## config.mk

```make
export PLATFORM = sky130hd
export DESIGN_NAME = dly_trig_gen
export DESIGN_NICKNAME = d
export VERILOG_FILES = /design/src/rtl/dly_trig_pkg.sv /design/src/rtl/dly_trig_start.sv /design/src/rtl/dly_trig_count.sv /design/src/rtl/dly_trig_slot.sv /design/src/rtl/dly_trig_gen.sv
export SDC_FILE = /design/constraint.sdc
export NUM_CORES = 1
export LEC_CHECK = 0
export BUFFER_PORTS_ARGS = -buffer_cell sky130_fd_sc_hd__buf_4
export CORE_UTILIZATION = 47
export CTS_CLUSTER_DIAMETER = 50
export CTS_CLUSTER_SIZE = 25
export DETAILED_ROUTE_END_ITERATION = 10
export PLACE_DENSITY_LB_ADDON = 0.2
export SKIP_LAST_GASP = 1
export SLEW_MARGIN = 10
export SYNTH_ARGS = -nofsm -noshare
export SYNTH_HDL_FRONTEND = slang
export SYNTH_SLANG_ARGS = --single-unit
```

## constraint.sdc

```tcl
create_clock -name clk -period 2.3 [get_ports clk]
set_input_delay 0.115 -clock clk [delete_from_list [all_inputs] [get_ports clk]]
set_output_delay 0.115 -clock clk [all_outputs]
set_load 0.1 [all_outputs]
```

## src/rtl/dly_trig_pkg.sv

```systemverilog
package dly_trig_pkg;

   typedef enum logic {
      SRC_PIN = 1'b0,
      SRC_SW  = 1'b1
   } start_src_e;

   typedef enum logic {
      MODE_SINGLE = 1'b0,
      MODE_REPEAT = 1'b1
   } count_mode_e;

endpackage

```

## src/rtl/dly_trig_start.sv

```systemverilog
module dly_trig_start
   import dly_trig_pkg::*;
#(
   parameter int SYNC_STAGES = 2
) (
   input  logic clk,
   input  logic rst_n,
   input  logic en,
   input  logic ext_trig,
   input  logic sw_trig,
   input  logic src_sel,
   output logic start_evt
);

   logic [SYNC_STAGES-1:0] sync_q;
   logic                   last_q;
   logic                   pin_rise;
   start_src_e             src;

   generate
      if (SYNC_STAGES < 2) begin : g_bad_sync
         $error("dly_trig_start: SYNC_STAGES must be at least 2");
      end
   endgenerate

   always_ff @(posedge clk or negedge rst_n) begin
      if (!rst_n) begin
         sync_q <= '0;
         last_q <= 1'b0;
      end else begin
         sync_q <= {sync_q[SYNC_STAGES-2:0], ext_trig};
         last_q <= sync_q[SYNC_STAGES-1];
      end
   end

   assign pin_rise  = sync_q[SYNC_STAGES-1] & ~last_q;
   assign src       = start_src_e'(src_sel);
   assign start_evt = en & ((src == SRC_SW) ? sw_trig : pin_rise);

endmodule

```

## src/rtl/dly_trig_count.sv

```systemverilog
module dly_trig_count
   import dly_trig_pkg::*;
#(
   parameter int CNT_W = 16
) (
   input  logic             clk,
   input  logic             rst_n,
   input  logic             en,
   input  logic             dbg_halt,
   input  logic             cont_mode,
   input  logic [CNT_W-1:0] modulus,
   input  logic             start_evt,
   output logic [CNT_W-1:0] cnt,
   output logic             running,
   output logic             wrap
);

   logic        at_end;
   logic        advance;
   count_mode_e mode;

   assign mode    = count_mode_e'(cont_mode);
   assign at_end  = (cnt == modulus);
   assign advance = en & running & ~dbg_halt & ~start_evt;
   assign wrap    = advance & at_end & (mode == MODE_REPEAT);

   always_ff @(posedge clk or negedge rst_n) begin
      if (!rst_n) begin
         cnt     <= '0;
         running <= 1'b0;
      end else if (!en) begin
         cnt     <= '0;
         running <= 1'b0;
      end else if (start_evt) begin
         cnt     <= '0;
         running <= 1'b1;
      end else if (advance) begin
         if (at_end) begin
            if (mode == MODE_REPEAT) begin
               cnt <= '0;
            end else begin
               running <= 1'b0;
            end
         end else begin
            cnt <= cnt + 1'b1;
         end
      end
   end

endmodule

```

## src/rtl/dly_trig_slot.sv

```systemverilog
module dly_trig_slot #(
   parameter int CNT_W = 16
) (
   input  logic             clk,
   input  logic             rst_n,
   input  logic             en,
   input  logic             slot_en,
   input  logic             slot_byp,
   input  logic [CNT_W-1:0] dly,
   input  logic [CNT_W-1:0] cnt,
   input  logic             running,
   input  logic             restart,
   output logic             pulse
);

   logic fired_q;
   logic hit;

   assign hit = running & ~slot_byp & ~fired_q & (cnt == dly);

   always_ff @(posedge clk or negedge rst_n) begin
      if (!rst_n) begin
         fired_q <= 1'b0;
         pulse   <= 1'b0;
      end else if (!en) begin
         fired_q <= 1'b0;
         pulse   <= 1'b0;
      end else begin
         pulse   <= slot_en & (slot_byp ? restart : hit);
         fired_q <= restart ? 1'b0 : (fired_q | hit);
      end
   end

endmodule

```

## src/rtl/dly_trig_gen.sv

```systemverilog
module dly_trig_gen #(
   parameter int N_CH        = 2,
   parameter int N_PRE       = 4,
   parameter int CNT_W       = 16,
   parameter int SYNC_STAGES = 2,
   localparam int NPT        = N_CH * N_PRE
) (
   input  logic                 clk,
   input  logic                 rst_n,
   input  logic                 en,
   input  logic                 ext_trig,
   input  logic                 sw_trig,
   input  logic                 src_sel,
   input  logic                 cont_mode,
   input  logic                 dbg_halt,
   input  logic [CNT_W-1:0]     modulus,
   input  logic [NPT*CNT_W-1:0] delay,
   input  logic [NPT-1:0]       pre_en,
   input  logic [NPT-1:0]       pre_byp,
   output logic [NPT-1:0]       pre_trig,
   output logic [N_CH-1:0]      trig_out
);

   generate
      if (N_CH < 1 || N_PRE < 1) begin : g_bad_shape
         $error("dly_trig_gen: N_CH and N_PRE must be positive");
      end
      if (CNT_W < 2 || CNT_W > 32) begin : g_bad_width
         $error("dly_trig_gen: CNT_W must lie in 2..32");
      end
   endgenerate

   logic             start_evt;
   logic [CNT_W-1:0] cnt_q;
   logic             running_q;
   logic             wrap;
   logic             restart;
   logic [NPT-1:0]   pulse_q;

   dly_trig_start #(.SYNC_STAGES(SYNC_STAGES)) u_start (
      .clk       (clk),
      .rst_n     (rst_n),
      .en        (en),
      .ext_trig  (ext_trig),
      .sw_trig   (sw_trig),
      .src_sel   (src_sel),
      .start_evt (start_evt)
   );

   dly_trig_count #(.CNT_W(CNT_W)) u_count (
      .clk       (clk),
      .rst_n     (rst_n),
      .en        (en),
      .dbg_halt  (dbg_halt),
      .cont_mode (cont_mode),
      .modulus   (modulus),
      .start_evt (start_evt),
      .cnt       (cnt_q),
      .running   (running_q),
      .wrap      (wrap)
   );

   assign restart = start_evt | wrap;

   generate
      for (genvar gi = 0; gi < NPT; gi++) begin : g_slot
         dly_trig_slot #(.CNT_W(CNT_W)) u_slot (
            .clk      (clk),
            .rst_n    (rst_n),
            .en       (en),
            .slot_en  (pre_en[gi]),
            .slot_byp (pre_byp[gi]),
            .dly      (delay[gi*CNT_W +: CNT_W]),
            .cnt      (cnt_q),
            .running  (running_q),
            .restart  (restart),
            .pulse    (pulse_q[gi])
         );
         assign pre_trig[gi] = pulse_q[gi] & en;
      end
      for (genvar gc = 0; gc < N_CH; gc++) begin : g_chan
         assign trig_out[gc] = |pre_trig[gc*N_PRE +: N_PRE];
      end
   endgenerate

endmodule

```

# --- Yosys cells after proc, flatten, opt, wreduce, memory -nomap -nowiden ---
# Index checks and enable logic that the tools add are counted.
op_classes:
  n_addsub: 1
  mul: 0
  div: 0
  magnitude_cmp: 0
  n_eq_ne: 13
  shifts: 0
  n_mux: 43
  n_bitwise: 75
  n_reduce_logical: 4
ops:
  columns: ["cell", "n"]
  rows:
  - ["equality test 16 bit", 9]
  - ["2-to-1 mux 16 bit", 5]
  - ["AND 1 bit", 47]
  - ["2-to-1 mux 1 bit", 38]
  - ["inverter 1 bit", 19]
  - ["adder 16 x 1 -> 16 bit, second input constant", 1]
  - ["OR 1 bit", 9]
  - ["OR reduction 4 bit", 2]
  - ["!= test 3 x 1 -> 1 bit, second input constant", 2]
  - ["!= test 4 bit, second input constant", 1]
  - ["!= test 3 x 2 -> 1 bit, second input constant", 1]
  - ["AND reduction 3 bit", 1]
  - ["AND reduction 2 bit", 1]
totals:
  ff_bits: 36
  latch_bits: 0
  ramBits: 0
  mem_bits_ro: 0
  in_bits: 168
  output_inout_bits: 10
  elab_cells: 156
  memories: 0

# --- Longest topological paths before layout ---
logic_depth:
  word_depth: 12
  mapped_depth: 8
  mapped_depth_nobuf: 7

# --- By module ---
# From an unflattened synthesis, not the netlist that was laid out.
hier_totals:
  hier_cells: 412
  hier_area_um2: 3601.0
modules_own_cells:
  columns: ["mod", "n_inst", "cells_each", "area_per_inst_um2"]
  rows:
  - ["dly_trig_slot", 8, 32, 271.5]
  - ["dly_trig_count", 1, 139, 1251.2]
  - ["dly_trig_start", 1, 6, 96.3]
  - ["dly_trig_gen", 1, 11, 81.3]

# --- Least setup slack after synthesis ---
# OpenSTA, ideal clock, no wires.
synth_timing:
  path_kind: "input to output"
  from: "input en"
  to: "output trig_out[1]"
  arrival_ps: 1977
  slack_ps: 208
  cell_stages: 3
  path_buffers: 1
  path_cell_list: "clkbuf_1 and2_1 or4_1"
synth_via:
  elab_chain_len: 2
  word_cells_on_any_way: 5
synth_lines:
  columns: ["item", "line", "rtl"]
  rows:
  - ["from (decl)", "dly_trig_gen.sv:10", "input logic en,"]
  - ["AND 1 bit", "dly_trig_gen.sv:79", "assign pre_trig[gi] = pulse_q[gi] & en;"]
  - ["via pre_trig[5]", "dly_trig_gen.sv:20", "output logic [NPT-1:0] pre_trig,"]
  - ["OR reduction 4 bit", "dly_trig_gen.sv:82", "assign trig_out[gc] = |pre_trig[gc*N_PRE +: N_PRE];"]
  - ["to (decl)", "dly_trig_gen.sv:21", "output logic [N_CH-1:0] trig_out"]
# The timed path passes the listed nets, and every way through them passes these cells.

# --- Final worst setup path ---
layout_timing:
  from: "register u_count.cnt[2]"
  to: "register g_slot[2].u_slot.pulse"
layout_via:
  elab_chain_len: 7
  word_cells_on_any_way: 9
layout_lines:
  columns: ["item", "line", "rtl"]
  rows:
  - ["from (decl)", "dly_trig_count.sv:13", "output logic [CNT_W-1:0] cnt,"]
  - ["from (signal assigned)", "dly_trig_count.sv:45", "cnt <= cnt + 1'b1;"]
  - ["equality test 16 bit", "dly_trig_count.sv:23", "assign at_end = (cnt == modulus);"]
  - ["AND 1 bit (2 in series)", "dly_trig_count.sv:25", "assign wrap = advance & at_end & (mode == MODE_REPEAT);"]
  - ["OR 1 bit", "dly_trig_gen.sv:63", "assign restart = start_evt | wrap;"]
  - ["2-to-1 mux 1 bit *", "dly_trig_slot.sv:29", "pulse <= slot_en & (slot_byp ? restart : hit);"]
  - ["AND 1 bit *", "dly_trig_slot.sv:29", null]
  - ["2-to-1 mux 1 bit *", "dly_trig_slot.sv:25", "end else if (!en) begin"]
  - ["to (signal assigned)", "dly_trig_slot.sv:29", null]
  - ["to (decl)", "dly_trig_slot.sv:13", "output logic pulse"]
# Every way passes the cells marked *; elsewhere a longest branch is shown, timed or not.
# A chain may end at the register's enable or synchronous reset.

==> flow_summary.json <==
{
  "seq_area_frac_synth_pct": 25.6,
  "cp.required_ns": 2.52,
  "crit_arrival_ns": 2.34,
  "relSlewSlack_pct": 65.3,
  "grt_first_pass_wirelength_um": 18900,
  "cts_tree": "done",
  "hold_viol": 0,
  "path_cells": "xor2_1 > nor4_4 > nand4_4 > o21ai_4 > nand2_1 > a21oi_1",
  "synth_seq_cells": 36,
  "hold_slack_ns": 0.0424,
  "crit_path_top_delay_cell": "dfrtp_1",
  "crit_path_end_kind": "flip-flop",
  "synthArstFlopShare_pct": 100,
  "max_stage_delay_ns": 0.52,
  "setup_viol": 0,
  "drive_gt1_share_pct": 37.0,
  "drc": 0,
  "max_freq_mhz": 470,
  "finalMaxSlewViolations": 0,
  "crit_path_start_kind": "flip-flop",
  "synth_fp_nets": 588,
  "synth_most_common_cell": "xnor2_1",
  "port_buffers": 177,
  "fin_skew_ns": 0.00751,
  "yosys_warnings": 0,
  "design.core.area_mm2": 0.00725,
  "cts.sinks": 36,
  "yosysTopAreaCell": "dfrtp_1",
  "synthTopCellsByArea": "dfrtp_1 26%, xnor2_1 23%, xor2_1 12%, nand4_1 5.7%, a21oi_1 5.1%",
  "power_density_mw_per_mm2": 334,
  "cts_buffers": 5,
  "wl_per_cell_um": 18.1,
  "num_vias": 3832,
  "fp-row-count": 31,
  "ir_drop_uv": 204,
  "finalWirelength_um": 12700,
  "status": "finished clean",
  "syn_area_mm2": 0.00352,
  "rsz0062_at_grt": "false",
  "power.leakage_nw": 2.27,
  "ys.flop_type": "dfrtp_1",
  "fin_setup_tns_ns": 0,
  "period_needed_ns": 2.13,
  "start_util_pct": 48.6,
  "grt_pass1_vias": 3709,
  "fill_cells": 588,
  "syn_to_final_growth_pct": 46.3,
  "diodes": 0,
  "via_per_inst": 5.47,
  "hold_class": "in2reg",
  "htree_num_levels": 2,
  "routabilityCongestion": 0.926,
  "critical_path_class": "reg2reg",
  "synth_cell_type_count": 40,
  "drt_pass1_iterations": 5,
  "cap_violations": 0,
  "ios": 178,
  "cts_buffer_depth": 2,
  "synth-edff-count": 0,
  "yosys.area.top_type_share_pct": 25.6,
  "finalCritPeriodShare_pct": 92.5,
  "drtAntennaViolNets": 0,
  "drtIter0Drc": 269,
  "fin_nets": 770,
  "synth.top_cells.by_count": "94 x xnor2_1, 50 x xor2_1, 36 x a21oi_1, 36 x dfrtp_1, 34 x nand2_1",
  "clk_pin_slew_worst_paths_ns": 0.08,
  "gr-total-overflow": 0,
  "grt_max_degree": 37,
  "grt_use_total_pct": 32.6,
  "hpwlAfterDp_um": 9900,
  "antenna_found_initial": 0,
  "cts-root-buf": "clkbuf_8",
  "clk_latency_ns": 0.30,
  "die_h_um": 88.6,
  "avgSynthCellArea_um2": 8.41,
  "syn_inst": 419,
  "dieArea_mm2": 0.00785,
  "tightest_slew_ns": 0.520,
  "die_w_um": 88.6,
  "path_max_fanout": 9
}
final cells by class:
type	count	area (um^2)	share of cell area (%)
clock buffer	5	68.8	1.33
clock inverter	3	42.5	0.825
inverter	9	33.8	0.655
multi-input combinational	344	2440	47.4
sequential	36	901	17.5
tap	99	124	2.40
timing repair buffer	205	1540	29.9
worst paths after layout:
kind / startpoint / end / slack [ns] / depth (start not counted)
setup reg to reg: u_count.cnt[2] / g_slot[2].u_slot.pulse / 0.17 / 6
min in group asynchronous: rst_n / g_slot[5].u_slot.pulse / 0.33 / 2
hold / removal: pre_en[1] / g_slot[1].u_slot.pulse / 0.04 / 3
max in group asynchronous: rst_n / u_count.running / 1.61 / 2
setup / recovery: u_count.cnt[2] / g_slot[2].u_slot.pulse / 0.17 / 6
hold reg to reg: u_start.sync_q[0] / u_start.sync_q[1] / 0.37 / 0
layout by cell type (no fill, tap or decap), drive strengths merged, types with 2 or more instances in the layout:
cell / synthesis / final
dfrtp: 36 / 36
mux2i: 2 / 2
dlygate4sd3: 0 / 2
a21oi: 37 / 37
or3: 6 / 6
or4: 5 / 5
nand2: 34 / 34
nor2: 19 / 19
o21ai: 8 / 8
o31ai: 4 / 4
nand3: 5 / 5
nor4: 13 / 13
nand4: 33 / 33
xnor2: 94 / 94
clkbuf: 8 / 5
and2: 8 / 8
inv: 9 / 9
nor3: 13 / 13
and3: 2 / 2
xor2: 50 / 50
buf: 22 / 203
power by group:
part           switching (W)  leakage, nW  internal, W  total [W]
registers         0.00000396        0.493     0.000640   0.000644
clock network       0.000254       0.0541     0.000321   0.000574
logic               0.000214         1.72     0.000292   0.000506
total               0.000472         2.27      0.00125    0.00172
kinds of logic (layout without fill, tap and decap cells):
logic type               after synthesis  count (layout)  share of synthesized area (%)
AND/OR/NAND/NOR                      143             143                           22.8
XOR/XNOR                             144             144                           35.8
AO/OA/AOI/OAI                         53              53                           9.23
buffers and inverters                 39             222                           5.36
multiplexers                           3               3                          0.888
flip-flops                            36              36                           25.6
adder cells (fa/ha/maj)                1               1                          0.355
worst max-delay path, delay by kind of cell, from the launching register on:
kind,cells,cell delay (ns)
XOR/XNOR,1,0.23
flip-flops,1,0.52
AND/OR/NAND/NOR,3,0.76
AO/OA/AOI/OAI,2,0.53
state kept, by name, summed over array words and instances (netlist names):
register	cells
u_count.running	1
u_start.last_q	1
g_slot.u_slot.pulse	8
u_count.cnt	16
g_slot.u_slot.fired_q	8
u_start.sync_q	2
layer usage:
metal | vias up | share of wire (%) | GRT usage, %
met5 | - | 0 | 0
met3 | 27 | 8.8 | 6.16
met2 | 214 | 49 | 54.4
met4 | 0 | 2.2 | 12.5
met1 | 1798 | 40 | 41.9
li1 | 1793 | - | -
timing repair:
item | in CTS | in global routing
endpoints found under the hold margin | 37 | 0
gates resized for setup | 0 | 1
hold buffers | 2 | 0
setup endpoints to repair | 0 | 9
setup buffers | 0 | 0
stage by stage:
step | instance area [um^2] | total power [W] | instances | utilization, % | setup slack, ns
2_1_floorplan | 3520 | 0.000850 | 419 | - | 0.208
3_3_place_gp | 5020 | 0.00114 | 691 | 69.2 | 0.191
3_5_place_dp | 5020 | 0.00116 | 691 | 69.2 | 0.0976
4_1_cts | 5150 | 0.00173 | 701 | 71.0 | 0.0685
5_1_grt | 5160 | 0.00180 | 701 | 71.1 | 0.0308
6_report | 5160 | 0.00172 | 701 | 71.1 | 0.173
Note: power is estimated with default switching activity, not from simulation.
